--- config.mk ---
export PLATFORM = sky130hd
export DESIGN_NAME = ps2_bus_monitor
export DESIGN_NICKNAME = d
export VERILOG_FILES = /design/src/rtl/ps2_mon_pkg.sv /design/src/rtl/ps2_mon_sync.sv /design/src/rtl/ps2_mon_idle.sv /design/src/rtl/ps2_mon_frame.sv /design/src/rtl/ps2_bus_monitor.sv
export SDC_FILE = /design/constraint.sdc
export NUM_CORES = 1
export LEC_CHECK = 0
export ABC_CLOCK_PERIOD_IN_PS = 4100
export BUFFER_PORTS_ARGS = -buffer_cell sky130_fd_sc_hd__clkbuf_2
export CAP_MARGIN = 20
export CORE_MARGIN = 2
export CORE_UTILIZATION = 53
export DETAILED_ROUTE_END_ITERATION = 6
export GPL_ROUTABILITY_DRIVEN = 0
export MAX_ROUTING_LAYER = met4
export PLACE_DENSITY_LB_ADDON = 0.12
export REMOVE_ABC_BUFFERS = 1
export SYNTH_ARGS = -nofsm -noshare
export SYNTH_HDL_FRONTEND = slang
export SYNTH_SLANG_ARGS = --single-unit
export TNS_END_PERCENT = 5
--- constraint.sdc ---
create_clock -name clk -period 4.1 [get_ports clk]
set_clock_uncertainty 0.1 [all_clocks]
set_input_delay 0.615 -clock clk [delete_from_list [all_inputs] [get_ports clk]]
set_output_delay 0.615 -clock clk [all_outputs]
set_load 0.05 [all_outputs]
--- src/rtl/ps2_mon_pkg.sv ---
package ps2_mon_pkg;

  localparam int FRAME_BITS = 11;
  localparam int IDX_W      = $clog2(FRAME_BITS);
  localparam int LAST_IDX   = FRAME_BITS - 1;
  localparam int BYTE_W     = 8;

  typedef enum logic [2:0] {
    ST_IDLE,
    ST_H_REQ,
    ST_H_BITS,
    ST_ACK_FALL,
    ST_ACK_RISE,
    ST_D_BITS,
    ST_D_POST
  } mon_state_t;

  typedef struct packed {
    logic [BYTE_W-1:0] byte_v;
    logic              dir;
    logic              par_ok;
    logic              frame_err;
    logic              ack;
  } mon_result_t;

  function automatic logic odd_ok(input logic [BYTE_W:0] bits);
    return ^bits;
  endfunction

endpackage

--- src/rtl/ps2_mon_sync.sv ---
module ps2_mon_sync #(
  parameter int LINES  = 2,
  parameter int STAGES = 2
) (
  input  logic             clk,
  input  logic             rst_n,
  input  logic [LINES-1:0] async_i,
  output logic [LINES-1:0] lvl_o,
  output logic [LINES-1:0] rise_o,
  output logic [LINES-1:0] fall_o
);

  for (genvar g = 0; g < LINES; g++) begin : g_line
    logic [STAGES:0] chain;

    always_ff @(posedge clk) begin
      if (!rst_n) chain <= '1;
      else        chain <= {chain[STAGES-1:0], async_i[g]};
    end

    assign lvl_o[g]  = chain[STAGES-1];
    assign rise_o[g] = chain[STAGES-1] & ~chain[STAGES];
    assign fall_o[g] = ~chain[STAGES-1] & chain[STAGES];
  end

endmodule

--- src/rtl/ps2_mon_idle.sv ---
module ps2_mon_idle #(
  parameter int TIMEOUT_CYC = 4096
) (
  input  logic clk,
  input  logic rst_n,
  input  logic busy_i,
  input  logic clk_lvl_i,
  output logic expire_o
);

  localparam int CW = $clog2(TIMEOUT_CYC + 2);
  localparam logic [CW-1:0] LIMIT = CW'(TIMEOUT_CYC);

  logic [CW-1:0] cnt;

  always_ff @(posedge clk) begin
    if (!rst_n || !busy_i || !clk_lvl_i) cnt <= '0;
    else if (cnt <= LIMIT)               cnt <= cnt + 1'b1;
  end

  assign expire_o = (cnt > LIMIT);

  AST_TMR_CAP: assert property (@(posedge clk) disable iff (!rst_n)
    cnt <= LIMIT + 1'b1);

endmodule

--- src/rtl/ps2_mon_frame.sv ---
module ps2_mon_frame
  import ps2_mon_pkg::*;
(
  input  logic        clk,
  input  logic        rst_n,
  input  logic        c_lvl,
  input  logic        c_rise,
  input  logic        c_fall,
  input  logic        d_lvl,
  input  logic        d_fall,
  input  logic        h2d_on_fall,
  input  logic        d2h_on_rise,
  input  logic        expire_i,
  output logic        busy_o,
  output logic        res_valid_o,
  output mon_result_t res_o
);

  mon_state_t            state;
  logic [IDX_W-1:0]      idx;
  logic [FRAME_BITS-1:0] bits;
  logic                  ack_raw;
  logic                  h2d_edge;
  logic                  d2h_edge;
  logic                  at_last;

  assign h2d_edge = h2d_on_fall ? c_fall : c_rise;
  assign d2h_edge = d2h_on_rise ? c_rise : c_fall;
  assign at_last  = (idx == IDX_W'(LAST_IDX));
  assign busy_o   = (state != ST_IDLE);

  always_ff @(posedge clk) begin
    if (!rst_n) begin
      state       <= ST_IDLE;
      idx         <= '0;
      bits        <= '0;
      ack_raw     <= 1'b1;
      res_valid_o <= 1'b0;
      res_o       <= '0;
    end else begin
      res_valid_o <= 1'b0;
      if (expire_i) begin
        state <= ST_IDLE;
        idx   <= '0;
      end else begin
        unique case (state)
          ST_IDLE: begin
            if (c_fall) begin
              if (d_lvl) begin
                state <= ST_H_REQ;
              end else begin
                bits[0] <= 1'b0;
                idx     <= IDX_W'(1);
                state   <= ST_D_BITS;
              end
            end
          end
          ST_H_REQ: begin
            if (c_rise && !d_lvl) begin
              bits[0] <= 1'b0;
              idx     <= IDX_W'(1);
              state   <= ST_H_BITS;
            end
          end
          ST_H_BITS: begin
            if (h2d_edge) begin
              bits[idx] <= d_lvl;
              if (at_last) state <= ST_ACK_FALL;
              else         idx   <= idx + 1'b1;
            end
          end
          ST_ACK_FALL: begin
            if (c_fall) begin
              ack_raw <= d_lvl;
              state   <= ST_ACK_RISE;
            end
          end
          ST_ACK_RISE: begin
            if (c_rise) begin
              res_valid_o     <= 1'b1;
              res_o.byte_v    <= bits[BYTE_W:1];
              res_o.dir       <= 1'b1;
              res_o.par_ok    <= odd_ok(bits[BYTE_W+1:1]);
              res_o.frame_err <= ~bits[LAST_IDX];
              res_o.ack       <= ~ack_raw;
              idx             <= '0;
              state           <= ST_IDLE;
            end
          end
          ST_D_BITS: begin
            if (d2h_edge) begin
              bits[idx] <= d_lvl;
              if (at_last) begin
                res_valid_o     <= 1'b1;
                res_o.byte_v    <= bits[BYTE_W:1];
                res_o.dir       <= 1'b0;
                res_o.par_ok    <= odd_ok(bits[BYTE_W+1:1]);
                res_o.frame_err <= ~d_lvl;
                res_o.ack       <= 1'b0;
                idx             <= '0;
                state           <= d2h_on_rise ? ST_IDLE : ST_D_POST;
              end else begin
                idx <= idx + 1'b1;
              end
            end
          end
          ST_D_POST: begin
            if (d_fall)      state <= ST_H_REQ;
            else if (c_rise) state <= ST_IDLE;
          end
          default: state <= ST_IDLE;
        endcase
      end
    end
  end

  AST_ONE_CYCLE: assert property (@(posedge clk) disable iff (!rst_n)
    res_valid_o |=> !res_valid_o);
  AST_D2H_NO_ACK: assert property (@(posedge clk) disable iff (!rst_n)
    (res_valid_o && !res_o.dir) |-> !res_o.ack);
  AST_H2D_AT_RISE: assert property (@(posedge clk) disable iff (!rst_n)
    (res_valid_o && res_o.dir) |-> $past(c_rise));
  AST_TIMEOUT_IDLE: assert property (@(posedge clk) disable iff (!rst_n)
    expire_i |=> (state == ST_IDLE) && !res_valid_o);
  AST_POST_ONLY_FALL: assert property (@(posedge clk) disable iff (!rst_n)
    (state == ST_D_POST && $past(state) == ST_D_BITS) |-> $past(c_fall));

endmodule

--- src/rtl/ps2_bus_monitor.sv ---
module ps2_bus_monitor
  import ps2_mon_pkg::*;
#(
  parameter int SYNC_STAGES = 2,
  parameter int TIMEOUT_CYC = 4096
) (
  input  logic       clk,
  input  logic       rst_n,
  input  logic       ps2_clk_i,
  input  logic       ps2_data_i,
  input  logic       cfg_h2d_on_fall,
  input  logic       cfg_d2h_on_rise,
  output logic       res_valid,
  output logic [7:0] res_byte,
  output logic       res_dir,
  output logic       res_parity_ok,
  output logic       res_frame_err,
  output logic       res_ack
);

  localparam int LINES = 2;
  localparam int L_CLK = 0;
  localparam int L_DAT = 1;

  logic [LINES-1:0] lvl, rise, fall;
  logic             busy, expire;
  mon_result_t      res;

  ps2_mon_sync #(.LINES(LINES), .STAGES(SYNC_STAGES)) u_sync (
    .clk    (clk),
    .rst_n  (rst_n),
    .async_i({ps2_data_i, ps2_clk_i}),
    .lvl_o  (lvl),
    .rise_o (rise),
    .fall_o (fall)
  );

  ps2_mon_idle #(.TIMEOUT_CYC(TIMEOUT_CYC)) u_idle (
    .clk      (clk),
    .rst_n    (rst_n),
    .busy_i   (busy),
    .clk_lvl_i(lvl[L_CLK]),
    .expire_o (expire)
  );

  ps2_mon_frame u_frame (
    .clk        (clk),
    .rst_n      (rst_n),
    .c_lvl      (lvl[L_CLK]),
    .c_rise     (rise[L_CLK]),
    .c_fall     (fall[L_CLK]),
    .d_lvl      (lvl[L_DAT]),
    .d_fall     (fall[L_DAT]),
    .h2d_on_fall(cfg_h2d_on_fall),
    .d2h_on_rise(cfg_d2h_on_rise),
    .expire_i   (expire),
    .busy_o     (busy),
    .res_valid_o(res_valid),
    .res_o      (res)
  );

  assign res_byte      = res.byte_v;
  assign res_dir       = res.dir;
  assign res_parity_ok = res.par_ok;
  assign res_frame_err = res.frame_err;
  assign res_ack       = res.ack;

  wire unused_rise_dat = rise[L_DAT];

  AST_IDLE_NO_STROBE: assert property (@(posedge clk) disable iff (!rst_n)
    !$past(busy) |-> !res_valid);

endmodule

Yosys cells after proc, flatten, opt, wreduce, memory -nomap -nowiden. Index checks and enable logic that the tools add are counted.

Flip-flop bits (word level): 51. Word-level logic and storage cells: 110.

Add/subtract/negate cells: 2. Order comparisons: 4. Eq/ne operators: 17. Multiplexer cells: 41. Bitwise operators: 10. Reductions and logical operators: 22.

Operator list (number): $mux W12 (3); $mux W3 (11); $mux W4 (8); $pmux W12 S2 (1); $mux W11 (2); $pmux W3 S7 (1); $pmux W10 S2 (1); $pmux W4 S5 (1); $ne A2 B1 Y1 const B (8); $reduce_and A7 Y1 (2); $add A13 B1 Y13 const B (1); $gt A13 B13 Y1 const B (1); $le A13 B13 Y1 const B (1); $bwmux W11 (1); $eq A3 B3 Y1 const B (3); $mux W1 (9); $reduce_xor A9 Y1 (1); $reduce_and A8 Y1 (1); $not A1 Y1 (7); $eq A3 B2 Y1 const B (2); $lt A4 B5 Y1 const B (1); $reduce_and A5 Y1 (1); $reduce_bool A5 Y1 (1); $add A4 B1 Y4 const B (1); other kinds (18) (27).

Depth between registers and ports, before layout.
Depth after elaboration: 7. Gate-level depth with buffers: 8. Depth with buffers taken out: 7.

Cells and area by module. Synthesis repeated with hierarchy kept, for this count alone.

Cells, all modules: 280. Area, all modules: 2571.2 µm².

Modules (own cells, without submodules): ps2_mon_frame (instances 1, cells each 184, area an instance 1722.9 µm², sequential area each 620.6 µm²); ps2_mon_idle (instances 1, cells each 78, area an instance 650.6 µm², sequential area each 260.2 µm²); ps2_mon_sync (instances 1, cells each 18, area an instance 197.7 µm², sequential area each 120.1 µm²).

Worst setup path before layout. OpenSTA, ideal clock, no wires.

Path type: register -> register. Start point: reg u_idle.cnt[0]. End point: reg u_frame.res_o[0] (netlist bit). Arrival: 1.998 ns. Required time: 3.930 ns. Slack: 1.931 ns. Stages on the path, launching flop included: 8. Period minus slack after synthesis: 2.169 ns. Cell sequence: dfxtp_1 -> inv_1 -> ha_1 -> or4b_4 -> o31ai_4 -> o211ai_4 -> or3_1 -> a21oi_1.

Longest elaborated chain between the ends: 3.

Ends and longest elaborated chain: start: declaration (line ps2_mon_idle.sv:14) `logic [CW-1:0] cnt;`; start signal: assignment (line ps2_mon_idle.sv:18) `else if (cnt <= LIMIT) cnt <= cnt + 1'b1;`; $gt A13 B13 Y1 (line ps2_mon_idle.sv:21) `assign expire_o = (cnt > LIMIT);`; $not A1 Y1 (no line); $reduce_and A5 Y1 (no line); end: declaration (line ps2_mon_frame.sv:16) `output mon_result_t res_o`.

No other way between the ends. A chain may end at the register's enable or synchronous reset.

Final worst setup path.
Start point: reg u_frame.idx[0]. End point: reg u_frame.res_o[0] (netlist bit).

Longest elaborated chain between the ends: 3.

Ends and longest elaborated chain: start: declaration (line ps2_mon_frame.sv:20) `logic [IDX_W-1:0] idx;`; start signal: assignment (line ps2_mon_frame.sv:69) `else idx <= idx + 1'b1;`; start signal: assignment (line ps2_mon_frame.sv:103) `idx <= idx + 1'b1;`; $eq A4 B4 Y1 (line ps2_mon_frame.sv:29) `assign at_last = (idx == IDX_W'(LAST_IDX));`; $ne A2 B1 Y1 (no line); $reduce_and A5 Y1 (no line).

No other way between the ends.

==> flow_summary.toml <==
[synth]
ys_seq_area_frac = 0.388
ys_seq_elements = 50
postSynthCellCount = 295
async_flop_share = 0
yosys_warnings = 0
synth-adder-area-share = 0.0291
synth_top_area_frac = 0.388
synth_ff_type = "dfxtp_1"
synthXorXnorAreaFrac = 0.0611
synthMuxAreaShare = 0.0543
synth.avg_cell_area_um2 = 8.74
synth-compound-area-share = 0.158
synthTopCellsByArea = "dfxtp_1 39%, mux2i_1 5.4%, nor2_1 4.2%"
syn-cell-area_um2 = 2580
yosys.area.top_type = "dfxtp_1"
synth_edf_count = 0
yosysUniqueCellTypes = 52
synth_top_family_by_area = "simple AND/OR/NAND/NOR gates"
yosys.area_share.simple = 0.273

[timing]
hold_viol = 0
tightest_slew_ns = 0.678
post-route-min-period_ns = 2.49
setup_viol = 0
setup_tns_ns = 0
max_freq_ghz = 0.402
slew_headroom = 0.547
rsz0062_at_grt = "no"
timing.final.crit_share = 0.607
final_max_slew_viol_count = 0

[grt]
grt_max_degree = 24
grt_pass1_vias = 1769
grt_antenna_before_repair = 0
grt_overflow_total = 0
track_usage = 0.208
grt_pass1_wl_um = 8680

[critical_path]
crit_fanout = 15
required_ns = 4.23
crit_type = "flop to flop"
slowest_stage = "nor4b_1"
path_buf_inv = 1
critPathTopFamily = "simple AND/OR/NAND/NOR gates"
crit_path_cell_trace = "inv_1 -> ha_1 -> nand3b_1 -> nor4b_1 -> o211ai_4 -> or3_1 -> a21oi_1"
critPathMaxStageDelay_ns = 0.51
worstPathArrival_ns = 2.62
timing.rr.start = "u_frame.idx[0]"
setup.worst_path.end_class = "flop"
worst_setup_path_start_kind = "flop"
worstSetupStartpoint = "u_frame.idx[0]"

[detailed_routing]
drcViolationCount = 0
ant_nets = 0
first_pass_iters = 5
post_drt_wl_per_cell_um = 14.2
wl_met3_um = 162
dr.max_layer_used = "met4"
wl_met2_um = 2190
wl_met1_um = 2740
drtIter0Drc = 72
avgViaCountPerCell = 5.78
wl_um = 5150
vias = 2094

[floorplanning]
start_util = 0.550
ioPinCount = 19
die_h_um = 73.8
dieWidth_um = 73.8
rows = 25
die_area_um2 = 5440
coreArea_um2 = 4690

[power_and_ir_drop]
seqPwrFrac = 0.569
p_leak_nw = 1.01
p_clk_frac = 0.388
peakVddDrop_mv = 0.155
combPwrFrac = 0.043
switching_share = 0.217
internal_power_w = 0.000687
powerDensity_nw_per_um2 = 314
power.switching_w = 0.000191

[layout]
nets = 319
syn_to_final_growth_pct = 8.20
fillers = 447
antenna_cells = 0
stdcell_area_um2 = 2790
multi_input_area_um2 = 1480
final_common_cell = "dfxtp_1"
ff_latch_area_um2 = 1000
drive_gt1_frac = 0.120
final_cell_mix = "50 x dfxtp_1, 29 x nor2_1, 24 x nand2_1"

[clock_tree]
cts_setup_buffers = 0
root_buffer = "clkbuf_8"
cts.sinks = 50
htreeDepth = 2
clk_path_buf_depth = 2
ctsHoldBuffers = 0
ctsResizeCount = 0
clk_pin_slew_ns = 0.09
clkLatencyLatePin_ns = 0.30
cts_buffers = 5
cts_tree = "done"

[placed_design]
post-dp-hpwl_um = 3610
portBuffers = 18
placed_cell_area_um2 = 2680

[run]
maxCapViolCount = 0

[min_path]
worstHoldStart = "u_sync.g_line[1].chain[0]"
holdCritPathClass = "flop to flop"

[outcome]
status = "complete, no violations"
-- per-stage QoR --
stage / total power [W] / cells / worst slack, ns / hold slack, ns / util
after floorplan: 0.000533 / 281 / 1.82 / 0.286 / -
after global placement: 0.000548 / 354 / 1.68 / 0.292 / 0.571
after detailed placement: 0.000548 / 354 / 1.59 / 0.294 / 0.571
after CTS: 0.000883 / 362 / 1.58 / 0.319 / 0.595
after global routing: 0.000912 / 362 / 1.44 / 0.329 / 0.595
final: 0.000877 / 362 / 1.61 / 0.317 / 0.595
-- cell type report --
type | count | share of cell area
inverters | 8 | 0.0108
well taps | 54 | 0.0242
clock buffers | 6 | 0.0260
repair buffers | 19 | 0.0350
clock inverters | 2 | 0.0135
multi-input cells | 223 | 0.532
flip-flops and latches | 50 | 0.359
-- worst register-to-register path, cell delays in order (launching register included) --
cell and delay, ns:
dfxtp_1 0.37, inv_1 0.10, ha_1 0.31, nand3b_1 0.23, nor4b_1 0.51, o211ai_4 0.28
or3_1 0.40, a21oi_1 0.14
-- Yosys cell counts (all sizes together), types with 6 or more instances --
master   n
nand2b  15
dfxtp   50
nor2    29
nor2b    8
nand2   25
nand3b   6
ha       6
nand3    8
o21ai   13
a21oi   21
mux2i   14
nand4   12
xnor2   12
inv      8
xor2     6
clkbuf  11
-- routing by layer --
layer  up-vias  GRT usage
met1       979      0.308
met3         5     0.0288
met2        36      0.290
met4         0     0.0667
li1       1074          -
met5         -          -
-- cells by family (layout without fill, tap and decap cells) --
logic type / Yosys count / count (layout)
multiplexers: 14 / 14
AND/OR/NAND/NOR: 125 / 125
AO/OA/AOI/OAI: 60 / 60
XOR/XNOR: 18 / 18
flip-flops: 50 / 50
buffers and inverters: 22 / 35
adder cells (fa/ha/maj): 6 / 6
-- flip-flops by register name, indices dropped and copies added (netlist names) --
register             cells
u_frame.idx              4
u_frame.res_o           12
u_frame.bits            10
u_frame.res_valid_o      1
u_frame.state            3
u_frame.ack_raw          1
u_idle.cnt              13
u_sync.g_line.chain      6
-- power groups by stage --
stage	clock network, W	logic, W	registers, W
6_report	0.000340	0.0000375	0.000499
5_1_grt	0.000368	0.0000421	0.000501
4_1_cts	0.000347	0.0000375	0.000499
3_5_place_dp	0	0.0000369	0.000511
3_3_place_gp	0	0.0000368	0.000511
2_1_floorplan	0	0.0000251	0.000508
-- final timing paths --
| path | to | slack, ns | cells after the start |
|---|---|---|---|
| setup / recovery | u_frame.res_o[0] | 1.61 | 7 |
| setup reg to reg | u_frame.res_o[0] | 1.61 | 7 |
| hold / removal | u_sync.g_line[1].chain[1] | 0.32 | 1 |
| hold reg to reg | u_sync.g_line[1].chain[1] | 0.32 | 1 |
(Power assumes the default switching activity.)
